===== config.mk =====
export PLATFORM = sky130hd
export DESIGN_NAME = xtea_core
export DESIGN_NICKNAME = d
export VERILOG_FILES = /design/src/rtl/xtea_pkg.sv /design/src/rtl/xtea_key_select.sv /design/src/rtl/xtea_round_unit.sv /design/src/rtl/xtea_core.sv
export SDC_FILE = /design/constraint.sdc
export NUM_CORES = 1
export LEC_CHECK = 0
export CORE_MARGIN = 3
export CORE_UTILIZATION = 60
export CTS_CLUSTER_DIAMETER = 150
export DETAILED_ROUTE_END_ITERATION = 8
export DONT_BUFFER_PORTS = 1
export PLACE_DENSITY = 0.76
export REMOVE_ABC_BUFFERS = 1
export SYNTH_ARGS = -nofsm -noshare
export SYNTH_HDL_FRONTEND = slang
export SYNTH_SLANG_ARGS = --single-unit

===== constraint.sdc =====
create_clock -name clk -period 8.5 [get_ports clk]
set_input_delay 1.7 -clock clk [delete_from_list [all_inputs] [get_ports clk]]
set_output_delay 1.7 -clock clk [all_outputs]
set_load 0.01 [all_outputs]

===== src/rtl/xtea_pkg.sv =====
package xtea_pkg;

    typedef enum logic [1:0] {
        ST_IDLE = 2'd0,
        ST_RUN  = 2'd1,
        ST_DONE = 2'd2
    } xt_state_e;

    localparam int unsigned XT_SHL     = 4;
    localparam int unsigned XT_SHR     = 5;
    localparam int unsigned XT_HI_IDX  = 11;

endpackage


===== src/rtl/xtea_key_select.sv =====
module xtea_key_select #(
    parameter int unsigned WORD_W    = 32,
    parameter int unsigned KEY_WORDS = 4,
    parameter int unsigned HI_SHIFT  = 11
) (
    input  logic [WORD_W*KEY_WORDS-1:0] key_i,
    input  logic [WORD_W-1:0]           sum_i,
    input  logic                        hi_sel_i,
    output logic [WORD_W-1:0]           kw_o
);
    localparam int unsigned IDX_W = $clog2(KEY_WORDS);

    logic [WORD_W-1:0] words [KEY_WORDS];
    logic [IDX_W-1:0]  idx;

    // word 0 sits in the most significant slice of the key
    for (genvar g = 0; g < KEY_WORDS; g++) begin : g_split
        assign words[g] = key_i[WORD_W*(KEY_WORDS-g)-1 -: WORD_W];
    end

    assign idx  = hi_sel_i ? sum_i[HI_SHIFT +: IDX_W] : sum_i[IDX_W-1:0];
    assign kw_o = words[idx];

endmodule


===== src/rtl/xtea_round_unit.sv =====
module xtea_round_unit #(
    parameter int unsigned WORD_W = 32,
    parameter int unsigned SHL    = 4,
    parameter int unsigned SHR    = 5
) (
    input  logic [WORD_W-1:0] src_i,
    input  logic [WORD_W-1:0] dst_i,
    input  logic [WORD_W-1:0] sum_i,
    input  logic [WORD_W-1:0] kw_i,
    input  logic              sub_i,
    output logic [WORD_W-1:0] dst_o
);
    logic [WORD_W-1:0] spread;
    logic [WORD_W-1:0] mix;

    assign spread = ((src_i << SHL) ^ (src_i >> SHR)) + src_i;
    assign mix    = spread ^ (sum_i + kw_i);
    assign dst_o  = sub_i ? (dst_i - mix) : (dst_i + mix);

endmodule


===== src/rtl/xtea_core.sv =====
module xtea_core #(
    parameter int unsigned      WORD_W     = 32,
    parameter int unsigned      KEY_WORDS  = 4,
    parameter int unsigned      NUM_CYCLES = 32,
    parameter logic [WORD_W-1:0] DELTA     = 32'h9E3779B9
) (
    input  logic                        clk,
    input  logic                        rst_n,
    input  logic                        encrypt_i,
    input  logic [WORD_W*KEY_WORDS-1:0] key_i,
    input  logic [WORD_W-1:0]           word0_i,
    input  logic [WORD_W-1:0]           word1_i,
    output logic [WORD_W-1:0]           word0_o,
    output logic [WORD_W-1:0]           word1_o,
    output logic                        done_o
);
    import xtea_pkg::*;

    localparam int unsigned NUM_STEPS = 2 * NUM_CYCLES;
    localparam int unsigned CNT_W     = $clog2(NUM_STEPS);
    localparam logic [63:0] SUM_FULL  = 64'(DELTA) * 64'(NUM_CYCLES);
    localparam logic [WORD_W-1:0] SUM_DEC_INIT = SUM_FULL[WORD_W-1:0];
    localparam logic [CNT_W-1:0]  LAST_STEP    = CNT_W'(NUM_STEPS - 1);

    typedef struct packed {
        xt_state_e         st;
        logic              enc;
        logic [CNT_W-1:0]  cnt;
        logic [WORD_W-1:0] sum;
        logic [WORD_W-1:0] v0;
        logic [WORD_W-1:0] v1;
    } xt_reg_t;

    localparam xt_reg_t REG_RST = '{st: ST_IDLE, enc: 1'b0, cnt: '0,
                                    sum: '0, v0: '0, v1: '0};

    xt_reg_t           cur_q;
    xt_reg_t           nxt_d;

    logic              phase;
    logic              upd_v0;
    logic              hi_sel;
    logic [WORD_W-1:0] src;
    logic [WORD_W-1:0] dst;
    logic [WORD_W-1:0] kw;
    logic [WORD_W-1:0] dst_new;

    // step order: encrypt touches v0 then v1, decrypt touches v1 then v0
    assign phase  = cur_q.cnt[0];
    assign upd_v0 = cur_q.enc ? ~phase : phase;
    assign hi_sel = cur_q.enc ? phase : ~phase;
    assign src    = upd_v0 ? cur_q.v1 : cur_q.v0;
    assign dst    = upd_v0 ? cur_q.v0 : cur_q.v1;

    xtea_key_select #(
        .WORD_W    (WORD_W),
        .KEY_WORDS (KEY_WORDS),
        .HI_SHIFT  (XT_HI_IDX)
    ) u_ksel (
        .key_i    (key_i_q),
        .sum_i    (cur_q.sum),
        .hi_sel_i (hi_sel),
        .kw_o     (kw)
    );

    xtea_round_unit #(
        .WORD_W (WORD_W),
        .SHL    (XT_SHL),
        .SHR    (XT_SHR)
    ) u_round (
        .src_i (src),
        .dst_i (dst),
        .sum_i (cur_q.sum),
        .kw_i  (kw),
        .sub_i (~cur_q.enc),
        .dst_o (dst_new)
    );

    always_comb begin
        nxt_d     = cur_q;
        key_d     = key_i_q;
        unique case (cur_q.st)
            ST_IDLE: begin
                nxt_d.st  = ST_RUN;
                nxt_d.enc = encrypt_i;
                nxt_d.v0  = word0_i;
                nxt_d.v1  = word1_i;
                nxt_d.cnt = '0;
                nxt_d.sum = encrypt_i ? '0 : SUM_DEC_INIT;
                key_d     = key_i;
            end
            ST_RUN: begin
                if (upd_v0) begin
                    nxt_d.v0 = dst_new;
                end else begin
                    nxt_d.v1 = dst_new;
                end
                if (!phase) begin
                    nxt_d.sum = cur_q.enc ? (cur_q.sum + DELTA) : (cur_q.sum - DELTA);
                end
                nxt_d.cnt = cur_q.cnt + 1'b1;
                if (cur_q.cnt == LAST_STEP) begin
                    nxt_d.st = ST_DONE;
                end
            end
            default: begin
                nxt_d = cur_q;
            end
        endcase
    end

    logic [WORD_W*KEY_WORDS-1:0] key_i_q;
    logic [WORD_W*KEY_WORDS-1:0] key_d;

    always_ff @(posedge clk) begin
        if (!rst_n) begin
            cur_q   <= REG_RST;
            key_i_q <= '0;
        end else begin
            cur_q   <= nxt_d;
            key_i_q <= key_d;
        end
    end

    assign word0_o = cur_q.v0;
    assign word1_o = cur_q.v1;
    assign done_o  = (cur_q.st == ST_DONE);

endmodule


; ---- Word-level counts from Yosys, hierarchy flattened
; Cells that the tools add are included.
; W data, S select, Z words.
[word_totals]
register_bits = 233
latchBits = 0
ramBits = 0
romBits = 0
inputBits = 195
wordCells = 49
mem_count = 0
[classes]
addsub = 7
mul = 0
div = 0
magnitude_cmp = 1
n_eq_ne = 7
shift = 0
muxes = 17
bitwise = 4
n_reduce_logical = 6
[ops]
columns = cell, n
row1 = $mux W32, 10
row2 = $pmux W102 S2, 1
row3 = $add A32 B32 Y32, 3
row4 = $bmux W32 S2, 1
row5 = $add A32 B32 Y32 const B, 1
row6 = $sub A32 B32 Y32, 1
row7 = $sub A32 B32 Y32 const B, 1
row8 = $xor A32 B27 Y32, 1
row9 = $xor A32 B32 Y32, 1
row10 = $ne A2 B2 Y1 const B, 4
row11 = $reduce_and A2 Y1, 4
row12 = $add A6 B1 Y6 const B, 1
row13 = $eq A6 B6 Y1 const B, 1
row14 = $mux W2, 2
row15 = $pmux W2 S2, 1
row16 = $ge A3 B3 Y1 const B, 1
row17 = $not A2 Y3, 1
row18 = $eq A2 B1 Y1 const B, 1
row19 = $eq A2 B2 Y1 const B, 1
row20 = $logic_not A2 Y1, 1
row21 = $mux W1, 2
row22 = $reduce_bool A2 Y1, 1
row23 = $not A1 Y1, 1

; ---- Longest topological paths before layout
; Gate-level depths: netlist of run 1.
[depth]
ltp_word = 13
ltp_mapped = 32
mapped_depth_nobuf = 30

; ---- Hierarchy
; A second synthesis of run 1 with hierarchy kept.
[hier_totals]
hier_cells = 2349
area_unflattened_um2 = 18509.0
[modules_own_cells]
columns = mod, n_inst, cells_per_inst, area_each_um2, seq_area_each_um2
row1 = xtea_core, 1, 1463, 11682.5, 4664.5
row2 = xtea_round_unit, 1, 846, 6025.8, 0.0
row3 = xtea_key_select, 1, 40, 800.8, 0.0

; ---- Worst setup path after synthesis of run 1
; OpenSTA, ideal clock, no wires.
[synth_timing]
kind = reg2reg
start = reg cur_q[102] (netlist bit)
end = reg cur_q (netlist bit word1_o[31])
setup_time_ps = 137
arrival_time_ps = 7434
required_time_ps = 8363
slack_ps = 929
stages_incl_launch_ff = 30
path_buffers = 1
cell_sequence = dfxtp_1 -> xnor2_1 -> nor2_1 -> a21oi_1 -> clkbuf_1 -> mux4_2 -> fa_1 -> a211oi_1 -> o21ai_1 -> o31ai_2 -> o31ai_2 -> o21ai_0 -> or2b_2 -> xnor2_1 -> and3_1 -> and3_4 -> a21oi_1 -> xnor2_1 -> ha_1 -> a21o_1 -> a21o_1 -> a21oi_1 -> o21ai_0 -> o41a_1 -> nand3_1 -> a211o_1 -> xnor3_1 -> xor2_1 -> nand2_1 -> a31oi_1
[synth_between]
elab_chain_cells = 12
[synth_rtl]
columns = element, line_no
row1 = "start, declared", xtea_core.sv:37  ; xt_reg_t cur_q;
row2 = "start signal, assigned", xtea_core.sv:120  ; cur_q <= nxt_d;
row3 = $mux W1, xtea_core.sv:51  ; assign hi_sel = cur_q.enc ? phase : ~phase;
row4 = $mux W2, xtea_key_select.sv:21  ; assign idx = hi_sel_i ? sum_i[HI_SHIFT +: IDX_W] : sum_i[IDX_W-1:0];
row5 = $not A2 Y3 (not written as such), xtea_key_select.sv:22  ; assign kw_o = words[idx];
row6 = $bmux W32 S2, xtea_key_select.sv:22
row7 = $mux W32 (not written as such) (2 in a row), xtea_key_select.sv:22
row8 = $add A32 B32 Y32, xtea_round_unit.sv:17  ; assign mix = spread ^ (sum_i + kw_i);
row9 = $xor A32 B32 Y32, xtea_round_unit.sv:17
row10 = $sub A32 B32 Y32 or $add A32 B32 Y32 (tied branches), xtea_round_unit.sv:18  ; assign dst_o = sub_i ? (dst_i - mix) : (dst_i + mix);
row11 = $mux W32, xtea_round_unit.sv:18
row12 = $mux W32, xtea_core.sv:93  ; if (upd_v0) begin
row13 = $pmux W102 S2, xtea_core.sv:82  ; unique case (cur_q.st)
; Several ways; a longest one is shown, not always the timed one. The select of a mux whose other input is x is not followed.
; A chain may end at the register's enable or synchronous reset.

; ---- Worst setup path in the final report of run 1
[layout_timing]
start = reg cur_q[96] (netlist bit)
end = reg cur_q (netlist bit word1_o[31])
[layout_between]
elab_chain_cells = 13
[layout_rtl]
columns = element, line_no
row1 = $not A1 Y1, "xtea_core.sv:50, xtea_core.sv:51"
row2 = $mux W1, xtea_core.sv:51
row3 = $mux W2, xtea_key_select.sv:21
row4 = $not A2 Y3 (not written as such), xtea_key_select.sv:22
row5 = $bmux W32 S2, xtea_key_select.sv:22
row6 = $mux W32 (not written as such) (2 in a row), xtea_key_select.sv:22
row7 = $add A32 B32 Y32, xtea_round_unit.sv:17
row8 = $xor A32 B32 Y32, xtea_round_unit.sv:17
row9 = $sub A32 B32 Y32 or $add A32 B32 Y32 (tied branches), xtea_round_unit.sv:18
row10 = $mux W32, xtea_round_unit.sv:18
row11 = $mux W32, xtea_core.sv:93
row12 = $pmux W102 S2, xtea_core.sv:82
; Several ways; a longest one is shown, not always the timed one. The select of a mux whose other input is x is not followed.

==> flow_metrics.env, run 1 <==
export IMPL_status="finished, final reports clean"
export IMPL_avgRoutedWirePerCell_um=17.8
export IMPL_cp_max_fo=9
export IMPL_critPathRequiredTime_ns=8.99
export IMPL_cts_root_buf="clkbuf_16"
export IMPL_end_kind="flip-flop"
export IMPL_min_from="key_i_q[10]"
export IMPL_rsz0062_at_grt="false"
export IMPL_gr_total_overflow=0
export IMPL_synthDistinctLibCells=90
export IMPL_core_rowCount=62
export IMPL_cts_resized_gates=0
export IMPL_num_antenna_cells=0
export IMPL_start_kind="flip-flop"
export IMPL_r2r_start="cur_q[96]"
export IMPL_die_h_um=178
export IMPL_crit_buf_inv=0
export IMPL_finalPower_mw=8.76
export IMPL_avgSynthCellArea_um2=7.65
export IMPL_skew_ns=0.0125
export IMPL_hpwl_mm=34.3
export IMPL_cpLargestDelayFamily="compound AO/OA/AOI/OAI gates"
export IMPL_grt_util_all_layers_pct=27.8
export IMPL_synth_edf_count=0
export IMPL_place_gp_congestion=0.955
export IMPL_core_area_um2=28900
export IMPL_antenna_found_initial=0
export IMPL_synthAdderAreaFrac_pct=9.68
export IMPL_synth_top_family_by_area="compound AO/OA/AOI/OAI gates"
export IMPL_hold_viol=0
export IMPL_post_cts_buffers=0
export IMPL_cts_num_sinks=233
export IMPL_relSlewSlack_pct=24.9
export IMPL_syn_cell_area_um2=17800
export IMPL_layout_drive_gt1_share_pct=6.60
export IMPL_dp_cells=2534
export IMPL_htreeDepth=1
export IMPL_clk_pin_slew_ns=0.06
export IMPL_reg2reg_slack_ns=0.70
export IMPL_area_delta_synth_final_pct=3.29
export IMPL_hold_buffers=0
export IMPL_grt_pass1_wl_mm=73.3
export IMPL_final_seq_area_um2=4670
export IMPL_netlist_instances=2320
export IMPL_synth_ff_type="dfxtp_1"
export IMPL_worstPathArrival_ns=8.28
export IMPL_cp_slowest_stage_delay_ns=0.56
export IMPL_dr_pass1_iters=6
export IMPL_leakage_nw=7.99
export IMPL_fin_crit_ns=7.80
export IMPL_r2r_cells=30
export IMPL_p_per_area_nw_per_um2=477
export IMPL_muxShareOfSynthArea_pct=5.19
export IMPL_vias=15800
export IMPL_wirelength_mm=45.9
export IMPL_postPlaceCellArea_um2=17500
export IMPL_slowest_stage="mux4_2"
export IMPL_nets=2508
export IMPL_setup_viol=0
export IMPL_synth_ff_latch_count=233
export IMPL_post_route_drc_count=0
export IMPL_max_cap_violations=0
export IMPL_hold_depth=2
export IMPL_ys_async_sr_fraction_pct=0
export IMPL_synthSimpleGateAreaFrac_pct=19.4
export IMPL_min_to="key_i_q[10]"
export IMPL_ir_drop_mv=0.224
export IMPL_fmax_mhz=128
export IMPL_grt_pass1_vias=14700
export IMPL_cts_buffers=26
export IMPL_drv_slew=0
export IMPL_final_common_cell="nand2_1"
export IMPL_portBuffers=0
export IMPL_vias_per_cell=6.14
export IMPL_ant_nets=0
export IMPL_worstMarginPinSlew_ns=1.12
export IMPL_final_cell_count_no_fill=2580
export IMPL_initial_core_util_pct=61.4
export IMPL_hold_path_class="flip-flop to flip-flop"
export IMPL_ioPinCount=260
export IMPL_crit_type="flip-flop to flip-flop"
export IMPL_design_area_um2=18300
export IMPL_final_cell_mix="nand2_1 (530), a21oi_1 (279), dfxtp_1 (232), xnor2_1 (134), ha_1 (131)"
export IMPL_drt_iter0_drc=1101
export IMPL_cts_tree="done"
export IMPL_fillers=2610
export IMPL_cts_buffer_depth=3
export IMPL_fin_crit_sh_pct=91.7
export IMPL_clk_latency_ns=0.56
export IMPL_dieArea_um2=31700
export IMPL_die_x_um=178
export IMPL_yosysWarnings=0
export IMPL_multi_input_area_um2=12000
export IMPL_grt_max_degree=106
export IMPL_r2r_end="word1_o[31]"
export IMPL_synth_xor_area_share_pct=9.79
export IMPL_whs_ns=0.453
export IMPL_synth_compound_area_share_pct=23.0
export IMPL_yosysSeqAreaShare_pct=26.3
where the power goes:
group | total (mW) | internal [mW] | switching, mW
Clock | 1.11 | 0.643 | 0.469
Combinational | 6.11 | 2.57 | 3.54
Sequential | 1.53 | 1.27 | 0.254
Total | 8.76 | 4.49 | 4.26
final cells by class:
cell class / count / share of cell area [%]
well taps: 384 / 2.62
repair buffers: 19 / 0.778
clock buffers: 37 / 4.26
inverters: 53 / 1.10
flip-flops and latches: 233 / 25.4
clock inverters: 9 / 0.464
multi-input cells: 1845 / 65.3
worst max-delay path by stage:
stage                     from  depth (start not counted)  slack, ns     endpoint
floorplan           cur_q[102]                         28      -4.95  word0_o[31]
global placement     cur_q[96]                         27       0.88  word1_o[31]
detailed placement   cur_q[96]                         29       0.72  word0_o[31]
CTS                  cur_q[96]                         29       0.70  word1_o[31]
global route         cur_q[96]                         29       0.03  word1_o[31]
finish               cur_q[96]                         30       0.70  word1_o[31]
synthesized netlist by cell type, types with 5 or more instances:
library cell	instances	area [um2]
mux4_2	32	721
a221o_1	5	50.1
or3_1	8	50.1
buf_2	5	25.0
and2_1	9	56.3
or2_2	7	43.8
o21ai_1	7	35.0
clkbuf_1	112	420
o221ai_1	5	43.8
dfxtp_1	233	4660
o21a_1	15	113
nor3_1	31	155
buf_4	64	480
a21o_1	61	458
nand2b_1	12	75.1
nor2b_1	12	75.1
ha_1	131	1640
mux2i_1	20	200
a211oi_1	22	165
a21boi_0	5	37.5
o211ai_1	10	75.1
nor2_1	106	398
xor2_1	52	455
inv_1	52	195
a221oi_1	15	131
o21bai_1	14	105
and3_1	11	68.8
o21ai_0	98	490
a31oi_1	65	407
nand2_1	530	1990
nand4_1	18	113
a21oi_1	283	1420
nand3_1	33	165
xnor2_1	135	1180
nand3b_1	5	37.5
a41oi_1	6	52.6
layer usage:
| metal | part of all wire [%] | wire (um) | global-route usage, % | vias to the layer above |
|---|---|---|---|---|
| met5 | 0 | 0 | 0 | - |
| li1 | - | - | - | 7826 |
| met3 | 7.9 | 3610 | 4.38 | 62 |
| met1 | 45 | 20700 | 38.9 | 7350 |
| met2 | 44 | 20300 | 44.4 | 608 |
| met4 | 2.7 | 1250 | 8.15 | 0 |
logic make-up after synthesis:
logic type / Yosys count
AO/OA/AOI/OAI: 662
flip-flops: 233
multiplexers: 52
AND/OR/NAND/NOR: 804
XOR/XNOR: 192
adder cells (fa/ha/maj): 135
buffers and inverters: 242
registers in the layout, summed over array words and instances (netlist names):
register / flops
key_i_q: 128
cur_q: 41
word0_o: 32
word1_o: 32
worst register-to-register path: cells and delay by family (launching register included):
| family | cells | cell delay, ns |
|---|---|---|
| compound gates | 11 | 2.37 |
| xor+xnor | 5 | 1.58 |
| fa+ha+maj | 3 | 1.06 |
| flops | 1 | 0.44 |
| mux | 1 | 0.56 |
| simple gates | 10 | 1.71 |
per-stage QoR:
step                worst slack, ns  util [%]  TNS [ns]
finish                        0.704      63.4         0
global route                 0.0279      63.4         0
CTS                           0.702      63.4         0
detailed placement            0.716      60.4         0
global placement              0.878      60.4         0
floorplan                     -4.95         -   -227.72
No activity file was read; power rests on OpenSTA's default activity.
==> run 2: changes to the inputs <==
--- a/config.mk
+++ b/config.mk
@@ -12,6 +12,7 @@
 export DONT_BUFFER_PORTS = 1
 export PLACE_DENSITY = 0.76
 export REMOVE_ABC_BUFFERS = 1
+export SKIP_LAST_GASP = 1
 export SYNTH_ARGS = -nofsm -noshare
 export SYNTH_HDL_FRONTEND = slang
 export SYNTH_SLANG_ARGS = --single-unit
==> results of run 2 <==
The final DEF is identical to that of run 1; final timing and power are the same.
==> run 3: changes to the inputs <==
--- a/config.mk
+++ b/config.mk
@@ -5,6 +5,7 @@
 export SDC_FILE = /design/constraint.sdc
 export NUM_CORES = 1
 export LEC_CHECK = 0
+export CAP_MARGIN = 25
 export CORE_MARGIN = 3
 export CORE_UTILIZATION = 60
 export CTS_CLUSTER_DIAMETER = 150
@@ -12,7 +13,6 @@
 export DONT_BUFFER_PORTS = 1
 export PLACE_DENSITY = 0.76
 export REMOVE_ABC_BUFFERS = 1
-export SKIP_LAST_GASP = 1
 export SYNTH_ARGS = -nofsm -noshare
 export SYNTH_HDL_FRONTEND = slang
 export SYNTH_SLANG_ARGS = --single-unit
==> run 3 against run 2 <==
Maximum frequency down 0.79%. Critical path depth down 2. Global-route usage about the same. Die area unchanged. Flip-flop and latch count unchanged. Worst setup slack worse by 0.062 ns. Cell count up 0.16%.
==> flow_metrics.env, run 3 (synthesis results as in run 1) <==
export IMPL_worstMarginPinSlew_ns=0.878
export IMPL_fmax_mhz=127
export IMPL_antenna_found_initial=0
export IMPL_die_x_um=178
export IMPL_vias_per_cell=6.13
export IMPL_die_h_um=178
export IMPL_hold_buffers=0
export IMPL_place_gp_congestion=0.955
export IMPL_crit_type="flip-flop to flip-flop"
export IMPL_dieArea_um2=31700
export IMPL_hpwl_mm=34.4
export IMPL_skew_ns=0.00797
export IMPL_core_rowCount=62
export IMPL_layout_drive_gt1_share_pct=6.55
export IMPL_fin_crit_sh_pct=92.4
export IMPL_grt_max_degree=106
export IMPL_nets=2510
export IMPL_htreeDepth=1
export IMPL_finalSetupTns_ns=0
export IMPL_critPathRequiredTime_ns=8.99
export IMPL_cts_root_buf="clkbuf_16"
export IMPL_largest_register="key_i_q"
export IMPL_hold_viol=0
export IMPL_slowest_stage="buf_4"
export IMPL_cts_resized_gates=0
export IMPL_grt_pass1_vias=14800
export IMPL_post_route_drc_count=0
export IMPL_ant_nets=0
export IMPL_cts_buffers=26
export IMPL_ioPinCount=260
export IMPL_start_kind="flip-flop"
export IMPL_design_area_um2=18400
export IMPL_fin_crit_ns=7.86
export IMPL_area_delta_synth_final_pct=3.51
export IMPL_clk_pin_slew_ns=0.06
export IMPL_post_cts_buffers=0
export IMPL_setup_viol=0
export IMPL_fin_util_pct=63.5
export IMPL_vias=15800
export IMPL_max_cap_violations=0
export IMPL_leakage_nw=8.00
export IMPL_p_per_area_nw_per_um2=477
export IMPL_clk_latency_ns=0.56
export IMPL_cp_slowest_stage_delay_ns=0.70
export IMPL_avgRoutedWirePerCell_um=17.8
export IMPL_cts_tree="done"
export IMPL_status="finished, final reports clean"
export IMPL_core_area_um2=28900
export IMPL_cp_max_fo=67
export IMPL_drv_slew=0
export IMPL_hold_path_class="flip-flop to flip-flop"
export IMPL_portBuffers=0
export IMPL_dp_cells=2535
export IMPL_worstPathArrival_ns=8.34
export IMPL_relSlewSlack_pct=41.4
export IMPL_dr_pass1_iters=5
export IMPL_grt_util_all_layers_pct=27.8
export IMPL_final_cell_count_no_fill=2584
export IMPL_largest_reg_flops=128
export IMPL_rsz0062_at_grt="false"
export IMPL_final_cell_mix="nand2_1 (530), a21oi_1 (279), dfxtp_1 (232), xnor2_1 (134), ha_1 (131)"
export IMPL_cts_buffer_depth=3
export IMPL_num_antenna_cells=0
export IMPL_end_kind="flip-flop"
export IMPL_wirelength_mm=46.0
export IMPL_gr_total_overflow=0
export IMPL_grt_pass1_wl_mm=73.2
export IMPL_postPlaceCellArea_um2=17500
export IMPL_cts_num_sinks=233
export IMPL_ir_drop_mv=0.218
export IMPL_final_common_cell="nand2_1"
export IMPL_reg_top3="key_i_q (128), cur_q (41)"
export IMPL_drt_iter0_drc=1232
export IMPL_initial_core_util_pct=61.4
-- run 3: changes by cell type in the layout (fill, tap and decap cells not counted) --
cell	delta
clkinv_2	-2
clkbuf_8	-3
clkbuf_1	+5
buf_16	+1
clkinv_4	+2
bufinv_16	+1
inv_8	-1
buf_4	+1
-- run 3: stage by stage --
step           hold WS [ns]  setup WS (ns)  power (mW)
5_1_grt               0.465         0.0267        9.50
3_5_place_dp          0.445          0.683        7.55
2_1_floorplan         0.433          -4.95        6.37
4_1_cts               0.454          0.670        8.70
6_report              0.452          0.642        8.77
3_3_place_gp          0.439          0.878        7.46
-- run 3: layout make-up --
type / instances / area [um2]
repair buffers: 21 / 178
well taps: 384 / 480
inverters: 53 / 201
fillers: 2580 / 10600
multi-input cells: 1845 / 12000
clock buffers: 39 / 759
flip-flops and latches: 233 / 4670
clock inverters: 9 / 111
-- run 3: routing by layer --
metal,vias to the layer above,GRT usage [%],share of wire (%)
met1,7345,39.2,46
met3,83,4.34,7.6
li1,7819,-,-
met5,-,0,0
met4,0,7.36,2.5
met2,590,44.5,44
-- run 3: path summary, 6_finish.rpt --
path	slack, ns	endpoint	cells after the start	start
max	0.64	word0_o[31]	28	cur_q[96]
min	0.45	key_i_q[74]	2	key_i_q[74]
max reg2reg	0.64	word0_o[31]	28	cur_q[96]
min reg2reg	0.45	key_i_q[74]	2	key_i_q[74]
-- run 3: where the power goes --
group          switching [mW]  total (mW)  internal [mW]
Combinational            3.54        6.12           2.57
Clock                   0.471        1.12          0.652
Sequential              0.256        1.53           1.27
Total                    4.27        8.77           4.50
-- run 3: critical path: cells and delay by family, from the launching register on --
family,cells,cell delay (ns)
buffers and inverters,2,0.84
xor gates and xnor gates,5,1.45
and+or+nand+nor,7,1.55
DFF,1,0.43
muxes,1,0.56
adders and majority gates,2,0.65
AOI/OAI and AO/OA,11,2.23
